<file path="config.mk">
export PLATFORM = sky130hd
export DESIGN_NAME = i2c_scl_sync
export DESIGN_NICKNAME = d
export VERILOG_FILES = /design/src/rtl/i2c_scl_sync.sv
export SDC_FILE = /design/constraint.sdc
export NUM_CORES = 1
export LEC_CHECK = 0
export BUFFER_PORTS_ARGS = -buffer_cell sky130_fd_sc_hd__buf_2
export CAP_MARGIN = 10
export CORE_MARGIN = 3
export CORE_UTILIZATION = 45
export CTS_CLUSTER_DIAMETER = 120
export CTS_CLUSTER_SIZE = 10
export DETAILED_ROUTE_END_ITERATION = 10
export PLACE_DENSITY = 0.79
export RECOVER_POWER = 50
export SLEW_MARGIN = 0
export SYNTH_ARGS = -nofsm -noshare
export SYNTH_HDL_FRONTEND = slang
export SYNTH_SLANG_ARGS = --single-unit
</file>
<file path="constraint.sdc">
create_clock -name clk -period 3 [get_ports clk]
set_input_delay 0.6 -clock clk [delete_from_list [all_inputs] [get_ports clk]]
set_output_delay 0.6 -clock clk [all_outputs]
set_load 0.01 [all_outputs]
</file>
<file path="src/rtl/i2c_scl_sync.sv">
module i2c_scl_sync #(
  parameter int CNT_W = 8
) (
  input  logic             clk,
  input  logic             rst_n,
  input  logic             scl_in,
  input  logic             master_set,
  input  logic             stop_det,
  input  logic             arb_lost,
  input  logic [CNT_W-1:0] low_width,
  input  logic [CNT_W-1:0] high_width,
  output logic             scl_drive_low,
  output logic             master_mode,
  output logic             period_done
);

  localparam logic [CNT_W-1:0] ONE = CNT_W'(1);

  typedef enum logic [1:0] {PH_WAIT = 2'd0, PH_HIGH = 2'd1, PH_LOW = 2'd2} phase_t;

  phase_t           phase;
  logic [CNT_W-1:0] cnt;
  logic [1:0]       sync_q;
  logic             master_q;
  logic             strobe_q;
  logic             master_nxt;
  logic [CNT_W-1:0] low_lim;
  logic [CNT_W-1:0] high_lim;

  assign master_nxt = (stop_det || arb_lost) ? 1'b0 : (master_set ? 1'b1 : master_q);
  assign low_lim    = (low_width  == '0) ? '0 : low_width  - ONE;
  assign high_lim   = (high_width == '0) ? '0 : high_width - ONE;

  assign scl_drive_low = (phase == PH_LOW);
  assign master_mode   = master_q;
  assign period_done   = strobe_q;

  always_ff @(posedge clk) begin
    if (!rst_n) begin
      sync_q   <= 2'b00;
      master_q <= 1'b0;
      phase    <= PH_WAIT;
      cnt      <= '0;
      strobe_q <= 1'b0;
    end else begin
      sync_q   <= {sync_q[0], scl_in};
      master_q <= master_nxt;
      strobe_q <= 1'b0;
      if (!master_nxt) begin
        phase <= PH_WAIT;
        cnt   <= '0;
      end else begin
        case (phase)
          PH_LOW: begin
            if (cnt == low_lim) begin
              phase <= PH_WAIT;
              cnt   <= '0;
            end else begin
              cnt <= cnt + ONE;
            end
          end
          PH_WAIT: begin
            if (&sync_q) begin
              phase <= PH_HIGH;
              cnt   <= '0;
            end
          end
          PH_HIGH: begin
            if (!sync_q[1] || cnt == high_lim) begin
              phase    <= PH_LOW;
              cnt      <= '0;
              strobe_q <= 1'b1;
            end else begin
              cnt <= cnt + ONE;
            end
          end
          default: begin
            phase <= PH_WAIT;
            cnt   <= '0;
          end
        endcase
      end
    end
  end

  a_r2_clear_wins: assert property (@(posedge clk) disable iff (!rst_n)
    (stop_det || arb_lost) |=> !master_mode);

  a_r2_set: assert property (@(posedge clk) disable iff (!rst_n)
    (master_set && !stop_det && !arb_lost) |=> master_mode);

  a_r3_slave_released: assert property (@(posedge clk) disable iff (!rst_n)
    !master_mode |-> (!scl_drive_low && !period_done));

  a_r5_no_high_while_low: assert property (@(posedge clk) disable iff (!rst_n)
    (phase == PH_WAIT && !sync_q[1]) |=> (phase != PH_HIGH));

  a_r7_follow_bus_low: assert property (@(posedge clk) disable iff (!rst_n)
    (phase == PH_HIGH && !sync_q[1] && master_nxt) |=> (scl_drive_low && cnt == '0));

  a_r8_strobe_on_rise: assert property (@(posedge clk) disable iff (!rst_n)
    $rose(scl_drive_low) |-> period_done);

  a_r8_strobe_first_cycle: assert property (@(posedge clk) disable iff (!rst_n)
    period_done |-> (scl_drive_low && !$past(scl_drive_low)));

endmodule

</file>
==> results of run 1 <==
[state kept, by name (all words and copies together), names as in the netlist]
signal	flops
period_done	1
master_mode	1
phase	2
sync_q	2
cnt	8
[routing by layer]
metal | routed length [um] | track usage
met1 | 1610 | 0.229
met4 | 31 | 0.0422
met5 | 0 | 0
met3 | 165 | 0.0208
met2 | 1540 | 0.281
[worst reg2reg max path, stage by stage, from the launching register on]
cell and delay, ps:
dfxtp_1 560, nand2b_1 180, nor4b_1 230, a21oi_1 70
o21a_1 140, o41a_4 590, nor3_4 250, mux2i_1 200
[cell type report]
class / instances / share of cell area
multi-input cells: 155 / 0.622
repair buffers: 45 / 0.156
flip-flops and latches: 14 / 0.155
well taps: 44 / 0.0304
inverters: 12 / 0.0249
clock buffers: 3 / 0.0124
[per-stage QoR]
step                std cells  instance area, um^2
floorplan                 193                 1550
global route              273                 1810
global placement          270                 1800
detailed placement        270                 1800
finish                    273                 1810
CTS                       273                 1820
[report_power, final]
part           switching (mW)  internal (mW)
Combinational          0.0508         0.0539
Clock                  0.0602         0.0465
Sequential           0.000845          0.187
[cell usage in the layout (no fill, tap or decap), types with 3 or more instances in the layout]
| cell | n |
|---|---|
| a21oi_1 | 7 |
| and2_1 | 3 |
| buf_2 | 20 |
| buf_4 | 19 |
| clkbuf_1 | 5 |
| clkbuf_4 | 3 |
| dfxtp_1 | 14 |
| ha_1 | 7 |
| inv_1 | 12 |
| mux2i_1 | 5 |
| nand2_1 | 24 |
| nand3_1 | 10 |
| nor2_1 | 13 |
| nor2b_1 | 4 |
| nor3_1 | 4 |
| nor3b_1 | 4 |
| nor4_1 | 3 |
| o2111ai_1 | 10 |
| o211ai_1 | 6 |
| xnor2_1 | 10 |
| xor2_1 | 3 |
[how the worst max path moves through the flow]
stage / start / endpoint / slack [ps] / cells past startpoint
floorplan: low_width[0] / cnt[4]$_SDFFE_PN0P_ / 10 / 10
global placement: low_width[0] / phase[1]$_SDFFE_PN0P_ / -130 / 10
detailed placement: low_width[0] / phase[0]$_SDFFE_PN0P_ / -190 / 10
CTS: low_width[0] / phase[0]$_SDFFE_PN0P_ / 100 / 10
global route: high_width[0] / phase[1]$_SDFFE_PN0P_ / 4 / 12
finish: low_width[0] / phase[0]$_SDFFE_PN0P_ / 110 / 10
[kinds of logic after synthesis]
group,synth area share
AND/OR/NAND/NOR,0.302
AO/OA/AOI/OAI,0.240
buffers and inverters,0.0970
flip-flops,0.183
XOR/XNOR,0.0742
adder cells (fa/ha/maj),0.0652
multiplexers,0.0399
==> run summary, run 1 <==
The capture instance of the worst register-to-register path is phase[0]$_SDFFE_PN0P_. Dividing the detail-routed wire length by the instance count gives 12.2 um. For the overall power of the completed layout, the log shows 400 uW. Critical path's top delay family: simple AND/OR/NAND/NOR gates.

In this run the core area contains 20 standard-cell rows. The post-synthesis sequential element count is 14, and the pin count of the biggest net entering global routing is 17. The slack of the worst reg-to-reg path came out at 720 ps.

For the synthesized netlist net count, the log shows 223. The Yosys step of the flow raised 0 warnings. The number of maximum-capacitance constraint violations is 0, and the via count is 1540. The achievable clock frequency was 346 MHz; the post-route worst hold slack was 455 ps. Ranked by total cell area, the synthesized netlist is headed by dfxtp_1 (18%), ha_1 (6.5%), nand2_1 (5.9%).

At the worst endpoint, the required time is 3210 ps. The final-report max-slew violation count was 0. The portion of the post-synthesis area used by sequential elements was 0.183; the worst-case clock buffer depth was 2. After clock tree synthesis, the clock-pin slew on the worst setup and hold paths is 80 ps. The count of TritonRoute iterations in the first routing pass is 4.

The most frequent cell after synthesis is nand2_1. The initial core utilization came out at 0.487. The number of antenna violations at the first check in global routing is 0. The number of cells traversed by the worst hold path is 1. The leakage power is 0.721 nW, and the die boundary height is 64.4 um.

IR analysis of the VDD net gives a maximum drop of 0.000207 V. The core region is 3150 um^2. Sorting the synthesized cells by how often they occur yields nand2_1 (24), dfxtp_1 (14), nor2_1 (13).

Total length of routed wires: 3.34 mm. For this run, the slowest stage of the critical path takes 530 ps. The largest individual stage delay along the critical path comes from the cell o41a_4.

In this run the worst hold path is classified as reg2reg. The logs give 0.596 for the remaining max-slew budget at the tightest pin and 0 for the overflow left after global routing. For this design the ratio of total power to cell area is 221 nW/um^2. The run gives 2.66 mm as the detailed placer's ending HPWL. The combined global-route utilization of all metal layers was 0.168; the sum of buffers and inverters on the critical path was 2.

The proportion of layout cells with a drive suffix above 1 was 0.253. Sum of negative setup slack: 0 ps. Data on the critical path arrives at its endpoint at 3100 ps. The smallest clock period supported by the final layout is computed as 2890 ps. The run gives 107 ps as the smallest setup slack after layout. Primary flip-flop cell chosen by synthesis mapping: dfxtp_1. The startpoint identified for the worst hold timing path is sync_q[1]$_SDFF_PN0_. The layout has 323 filler cells. The library cell occupying the most area in the post-synthesis netlist was dfxtp_1. Along the worst path, the maximum fanout reaches 15.

The transition at the pin with the smallest max-transition slack was 606 ps. The setup-violating endpoint count in the final report is 0, and the antenna diode count is 0. For the post-CTS resize count, the log shows 0. The tree is rooted in a clkbuf_4. Routability-driven placement finished with a final weighted congestion of 0.879. For the number of design-rule violations left by the first detailed-router iteration, the log shows 125. The number of clock buffers added by TritonCTS is 3. Clock tree synthesis found a total of 14 sinks. The run finished with clean final reports. The tools report the startpoint of the lowest-slack register-to-register path as cnt[5]$_SDFFE_PN0P_.

The area used by multi-input combinational logic is 1120 um^2. TritonCTS built the clock tree. The worst hold path terminates at period_done$_SDFF_PN0_. The post-layout net count came out at 261.

The count of nets left with antenna violations once routing finished came out at 0. Before CTS, the worst setup slack after placement is -193 ps. The worst setup path is launched from an input port. The tools report the post-synthesis instance total as 193.

The global-route wire length before repair was 5.81 mm. The signal on the critical path passes through buf_2, inv_1, ha_4, or4b_4, or4b_4, a21boi_2, o22ai_1, o41a_4, nor3_4, mux2i_1. The tools report the combined area of all synthesized cells as 1540 um^2.

The run gives 0 as the count of unresolved DRC violations after routing. Element type at the critical path end: a register. The number of I/O port buffers is 24. The final hold violation count is 0, and the fraction of registers with async set or reset after synthesis is 0. The die covers 4150 um^2. The post-cts hold buffer count was 0; the share of the synthesized area in the top cell type was 0.183. The clock arrives with 0.592 ps of skew.

From synthesis to final layout, the design area changed by 17.8%. The later pin in the worst-skew pair is clocked with a latency of 270 ps. Most common cell type on the critical path: or4b_4.

25 I/O pins were placed. Combined flip-flop and latch cell area: 280 um^2. The maximum level of the CTS H-tree is 1, and the number of enable-type register cells in the synthesized netlist is 0. The number of vias per cell after detailed routing is 5.64. For the post-CTS setup buffer count, the log shows 0. Setup repair after global routing left no endpoint under its margin. The number of cells on the worst reg-to-reg path is 7. In this run the mean area of a mapped cell was 7.95 um^2. The number of global-route vias before repair was 1367. The tools report the core occupancy in the finished layout as 0.574. The distinct cell type count after synthesis is 55, and the floorplan die width is 64.4 um. The ratio of final minimum period to clock period is 0.964. The worst setup path is of the in2reg kind.
Note: power is estimated with default switching activity, not from simulation.
==> run 2: changes to the inputs <==
Settings changed: PLACE_DENSITY 0.79 to 0.71.
==> run 2 against run 1 <==
Maximum frequency up 3.2%. Clock skew up 1.4 ps. Non-clock buffer count down 1. Clock power about the same. Largest cell class unchanged.
==> run summary, run 2 (synthesis gave the netlist of run 1 again) <==
Setup repair after global routing left no endpoint under its margin. The number of global-route vias before repair came out at 1426 (+4.3%). The floorplan die width came out at 64.4 um (unchanged). Leaving out fill and tap cells, the most frequent cell in the layout is nand2_1. The post-route minimum period came out at 2800 ps (-89.2 ps). Proportion of layout cells with a drive suffix above 1: 0.250 (-0.00328).

The largest fanout of any net on the critical path is 15 (unchanged), and the post-CTS setup buffer count is 0 (unchanged). The overflow left after global routing is 0 (unchanged). The worst setup path is launched from an input port.

Via count: 1484 (-3.6%). For the area of the die, the log shows 4150 um^2 (unchanged). The run finished with clean final reports. The final-report max-slew violation count was 0 (unchanged). The worst path required time came out at 3220 ps (about the same).

The master of the slowest instance on the critical path was or4b_4. The pin count of the biggest net entering global routing was 16 (-1); the number of maximum-capacitance constraint violations was 0 (unchanged). The min-delay analysis places its worst path in the category reg2reg.

The run gives 0.832 (-5.3%) as the routability-driven placement congestion ratio. For the boundary pin count, the log shows 25 (unchanged). Leaving out fill and tap cells, the most frequent cells in the layout are nand2_1 (24), buf_2 (20), buf_4 (19). The power density over the cells is 222 nW/um^2 (+0.53%), and the maximum level of the CTS H-tree is 1 (unchanged).

The final hold violation count came out at 0 (unchanged). The count of TritonRoute iterations in the first routing pass is 4 (unchanged), and the number of antenna violations at the first check in global routing is 0 (unchanged). The setup clock skew after layout was 2.01 ps (+1.42 ps). Counting flops per register, the top entry is cnt. The combined global-route utilization of all metal layers is 0.182 (+0.0134). The tools report the number of design-rule violations left by the first detailed-router iteration as 84 (-33%). The number of clock sinks seen by CTS is 14 (unchanged). The worst setup path is of the in2reg kind. The number of I/O port buffers works out to 24 (unchanged). STA classifies the critical path endpoint as a register. For the endpoint arrival time on the critical path, the log shows 3020 ps (-80 ps). The logs give 3150 um^2 (unchanged) for the area inside the core boundary and 2 (unchanged) for the worst-case clock buffer depth. The smallest setup slack after layout is 196 ps (+89.2 ps).

The total length of routed wires came out at 3.57 mm (+6.9%). The sum of buffers and inverters on the critical path was 2 (unchanged); the number of placement rows was 20 (unchanged). The logs give 280 ps (about the same) for the clock latency on the worst-skew pair and 357 MHz (+3.2%) for the achievable clock frequency. For the leakage power, the log shows 0.720 nW (-0.14%). The number of vias per cell after detailed routing was 5.46 (-3.3%); the global-route wire length before repair was 6.20 mm (+6.7%). The worst voltage drop across the vdd grid was 0.000262 V (+27%). The initial core utilization is 0.487 (unchanged), and the clock buffer count from CTS is 3 (unchanged). TritonCTS built the clock tree. The post-layout net count is 260 (-0.38%), and the ratio of final minimum period to clock period is 0.935 (-0.0297). The post-cts hold buffer count is 0 (unchanged). The detailed placer's ending HPWL is 2.82 mm (+5.8%). The flip-flop count of the largest register, all copies and words added was 8 (unchanged).

The setup-violating endpoint count in the final report is 0 (unchanged). The delay contributed by the slowest stage of the critical path was 510 ps (-20 ps); the count of unresolved DRC violations after routing was 0 (unchanged). The number of fill cells is 327 (+1.2%), and the remaining max-slew budget at the tightest pin is 0.571 (-0.0248).

Relative to the synthesized area, the layout overhead comes to 17.2%. The transition at the pin with the smallest max-transition slack is 634 ps (+28.2 ps). The remaining antenna violation count after routing was 0 (unchanged); the worst slack at placement was -178 ps (+15.6 ps). Critical path's top delay family: simple AND/OR/NAND/NOR gates. The most numerous cell type found on the critical path is or4b_4. The largest registers in the layout are cnt: 8 flops, phase: 2 flops, sync_q: 2 flops. The CTS clock-pin slew for the worst setup and hold paths was 80 ps (about the same); the sum of negative setup slack was 0 ps (unchanged). The detailed-route wire length per cell works out to 13.1 um (+7.2%).

The post-CTS resize count was 0 (unchanged); the die boundary height was 64.4 um (unchanged). The cell sitting at the root of the clock tree is a clkbuf_4. The signal on the critical path passes through buf_2, inv_1, ha_4, or4b_4, or4b_4, a21boi_2, o22ai_1, o41a_4, nor3_4, mux2i_1. Antenna diode count: 0 (unchanged).
-- run 2: worst paths after layout --
check,startpoint,to,slack (ps),cells after the start
max reg2reg,cnt[5]$_SDFFE_PN0P_,phase[1]$_SDFFE_PN0P_,720,7
min,sync_q[0]$_SDFF_PN0_,sync_q[1]$_SDFF_PN0_,460,1
max,low_width[0],phase[1]$_SDFFE_PN0P_,200,10
min reg2reg,sync_q[0]$_SDFF_PN0_,sync_q[1]$_SDFF_PN0_,460,1
-- run 2: cell type report --
| cell class | count | area (um^2) | area share |
|---|---|---|---|
| clock buffer | 3 | 22.5 | 0.0125 |
| inverter | 12 | 45.0 | 0.0250 |
| multi-input combinational | 155 | 1120 | 0.622 |
| sequential | 14 | 280 | 0.156 |
| tap | 44 | 55.1 | 0.0306 |
| timing repair buffer | 44 | 278 | 0.154 |
-- run 2: power by group --
group,internal (mW),total (mW),switching (mW),leakage [nW]
Clock,0.0466,0.107,0.0602,0.0138
Sequential,0.187,0.188,0.000849,0.113
Combinational,0.0539,0.104,0.0505,0.593
Total,0.288,0.399,0.112,0.720
-- run 2: metrics by stage --
step	utilization	hold slack (ps)	instance area, um^2	total power [mW]	instances
finish	0.571	463	1800	0.399	272
global route	0.571	496	1800	0.425	272
CTS	0.574	472	1810	0.403	272
detailed placement	0.567	453	1790	0.297	269
global placement	0.567	441	1790	0.296	269
floorplan	-	424	1550	0.250	193
-- run 2: layer usage --
| layer | vias to the layer above | part of all wire | routed length [um] | GRT usage |
|---|---|---|---|---|
| li1 | 779 | - | - | - |
| met1 | 669 | 0.48 | 1700 | 0.236 |
| met2 | 29 | 0.48 | 1710 | 0.316 |
| met3 | 7 | 0.027 | 95 | 0.0104 |
| met4 | 0 | 0.018 | 66 | 0.0660 |
| met5 | - | 0 | 0 | 0 |
-- run 2: worst register-to-register path, cell delays in order (launching register included) --
cell	delay, ps
dfxtp_1	580
nand2b_1	180
nor4b_1	240
a21oi_1	70
o21a_1	130
o41a_4	590
nor3_4	240
mux2i_1	190
==> run 3: changes to the inputs <==
Settings changed: ABC_CLOCK_PERIOD_IN_PS set to 3000, CELL_PAD_IN_SITES_DETAIL_PLACEMENT set to 0, CELL_PAD_IN_SITES_GLOBAL_PLACEMENT set to 1, CORE_UTILIZATION 45 to 38, PLACE_DENSITY 0.71 to 0.8.
==> run 3 against run 2 <==
Register-to-register slack better by 100 ps. Critical path depth unchanged. First-iteration DRC count fell by 31%. Maximum frequency fell by 4.8%. Cell area is 5.4% higher. Hold slack lost 7.8 ps. Die area is 17% higher. Global-route usage fell by 2.2 points. Core utilization shrank 6.8 points. Routed wire length is 6.5% higher. Cell count rose by 3.3%. Flip-flop and latch count stayed put. Largest cell class unchanged. Highest routed layer unchanged.
==> run summary, run 3 (synthesis gave the netlist of run 1 again) <==
For the detailed placer's ending HPWL, the log shows 2.91 mm (+3.5%). The overall power of the completed layout is 453 uW (+13%), and the setup clock skew after layout is 1.32 ps (-0.693 ps). The run gives 0 (unchanged) as the count of unresolved DRC violations after routing.

The die boundary height was 69.6 um (+8.0%). The master of the slowest instance on the critical path was o41a_4. The number of cells traversed by the worst hold path was 1 (unchanged); the worst voltage drop across the vdd grid was 0.000196 V (-25%).

For the remaining max-slew budget at the tightest pin, the log shows 0.653 (+0.0821). The detailed-route wire length per cell was 13.5 um (+3.1%); the ratio of final minimum period to clock period was 0.982 (+0.0467). The tools report the leakage power as 0.758 nW (+5.2%).

The tools report the number of clock sinks seen by CTS as 14 (unchanged). Maximum level of the CTS H-tree: 1 (unchanged). The worst hold path begins at sync_q[0]$_SDFF_PN0_. The smallest setup slack after layout was 55.5 ps (-140 ps). In this run the critical register-to-register path is launched from cnt[1]$_SDFFE_PN0P_.

Traced cell by cell, the critical path runs through buf_8, inv_6, ha_4, or4b_4, or4b_4, a21boi_2, o22ai_2, o41a_4, nor3_4, mux2i_1. The post-route minimum period was 2940 ps (+140 ps). The count of TritonRoute iterations in the first routing pass was 4 (unchanged); the largest fanout of any net on the critical path was 8 (-7). Post-layout net count: 265 (+1.9%). The flow ran to the end, and the final reports show no timing, DRC or antenna violations. The clock latency on the worst-skew pair was 240 ps (-40 ps). The combined global-route utilization of all metal layers was 0.160 (-0.0220). The run gives 25 (unchanged) as the boundary pin count.

Cell at the root of the clock tree: clkbuf_8. The power density over the cells works out to 239 nW/um^2 (+7.6%). The number of placement rows was 22 (+10%); the remaining antenna violation count after routing was 0 (unchanged).

The most common cell type on the critical path was or4b_4. TritonCTS built the clock tree. The tools report the element type at the critical path end as a register. The tools report the slack of the worst reg-to-reg path as 820 ps (+100 ps). The tools report the capture instance of the worst register-to-register path as phase[0]$_SDFFE_PN0P_.

The logs give 1820 um^2 (+1.5%) for the instance area after placement and 0 (unchanged) for the setup-violating endpoint count in the final report. The final-report max-slew violation count is 0 (unchanged). The design area came out at 1900 um^2 (+5.4%). The initial core utilization is 0.407 (-0.0798). The worst slack at placement is -202 ps (-23.7 ps), and the endpoint arrival time on the critical path is 3120 ps (+100 ps). Area used by multi-input combinational logic: 1140 um^2 (+2.2%). Number of antenna violations at the first check in global routing: 0 (unchanged).

The delay contributed by the slowest stage of the critical path is 560 ps (+50 ps). The sort of element at the start of the critical path was an input port. Proportion of layout cells with a drive suffix above 1: 0.279 (+0.0290). The critical path is of the in2reg type. For the routability-driven placement congestion ratio, the log shows 0.751 (-9.7%). The tools report the area of the die as 4840 um^2 (+17%).

The achievable clock frequency is 340 MHz (-4.8%). The run gives 58 (-31%) as the number of design-rule violations left by the first detailed-router iteration. The sum of negative setup slack was 0 ps (unchanged); the area inside the core boundary was 3770 um^2 (+20%). The tools report the hold path endpoint as sync_q[1]$_SDFF_PN0_. The tools report the number of maximum-capacitance constraint violations as 0 (unchanged). The tools report the worst-case clock buffer depth as 2 (unchanged). The global-route wire length before repair is 6.59 mm (+6.3%). Path category of the worst min-delay check: reg2reg. The tools report the final hold violation count as 0 (unchanged). Setup repair after global routing could not meet its margin everywhere. The floorplan die width came out at 69.6 um (+8.0%). The number of vias per cell after detailed routing was 5.50 (+0.84%); the synthesis-to-layout area growth was 23.5%. The most common cell after layout, fill and taps aside was nand2_1.

The pin count of the biggest net entering global routing came out at 16 (unchanged). The combined flip-flop and latch cell area came out at 280 um^2 (unchanged). Overflow left after global routing: 0 (unchanged). The transition at the pin with the smallest max-transition slack came out at 516 ps (-118 ps). Register containing the most flip-flops in the final layout: cnt.

The total length of routed wires was 3.81 mm (+6.5%); the number of I/O port buffers was 24 (unchanged). In the layout the commonest cells are nand2_1 (24), buf_4 (22), buf_2 (18). The clock buffer count from CTS was 3 (unchanged); the cell depth of the worst flop-to-flop path was 8 (+1). In the final layout, the registers with the most flip-flops are cnt: 8 flops, phase: 2 flops, sync_q: 2 flops. The CTS clock-pin slew for the worst setup and hold paths was 60 ps (-20 ps). The logs give 1546 (+4.2%) for the via count and 381 (+17%) for the number of fill cells. The tools report the antenna diode count as 0 (unchanged).

The worst path required time was 3170 ps (-50 ps). The number of global-route vias before repair was 1501 (+5.3%); the flip-flop count of the largest register, all copies and words added was 8 (unchanged).
[run 3: cell types whose count changed in the layout (fill, tap and decap cells not counted), moves of 2 or more]
cell      change
inv_1         -2
buf_2         -2
clkbuf_4      -3
clkbuf_8      +3
buf_4         +3
[run 3: critical path: cells and delay by family]
family                     cells  cell delay, ps
muxes                          1             200
adders and majority gates      1             120
and+or+nand+nor                3            1220
buffers and inverters          2             150
AOI/OAI and AO/OA              3             820
[run 3: cell type report]
| class | instances | area share |
|---|---|---|
| multi-input cells | 156 | 0.603 |
| repair buffers | 48 | 0.169 |
| flip-flops and latches | 14 | 0.148 |
| well taps | 48 | 0.0317 |
| inverters | 12 | 0.0264 |
| clock buffers | 3 | 0.0218 |
[run 3: repair_timing]
action,CTS,global route
setup endpoints to repair,0,4
hold buffers,0,0
endpoints found under the hold margin,0,0
resized for setup,0,8
setup buffers,0,1
[run 3: how the worst max path moves through the flow]
stage,startpoint,endpoint,slack [ps],depth (start not counted)
after detailed placement,low_width[0],phase[0]$_SDFFE_PN0P_,-200,10
after floorplan,low_width[0],cnt[4]$_SDFFE_PN0P_,10,10
final,low_width[0],phase[0]$_SDFFE_PN0P_,60,10
after global placement,low_width[0],phase[1]$_SDFFE_PN0P_,-130,10
after global routing,low_width[0],phase[0]$_SDFFE_PN0P_,-30,10
after CTS,low_width[0],phase[1]$_SDFFE_PN0P_,40,10
[run 3: stage by stage]
step,instances,utilization,hold slack (ps)
6_report,281,0.503,456
5_1_grt,281,0.503,470
4_1_cts,279,0.492,457
3_5_place_dp,276,0.481,443
3_3_place_gp,276,0.481,442
2_1_floorplan,193,-,424
[run 3: power by group]
group	switching, mW	leakage, nW	internal, mW	total [mW]
Clock	0.0627	0.0216	0.0887	0.151
Sequential	0.000850	0.113	0.188	0.189
Combinational	0.0545	0.623	0.0583	0.113
Total	0.118	0.758	0.335	0.453
[run 3: metal layers]
layer,track usage,share of wire,vias to the layer above
li1,-,-,797
met1,0.208,0.48,702
met2,0.271,0.46,41
met3,0.0174,0.045,6
met4,0.0542,0.016,0
met5,0,0,-
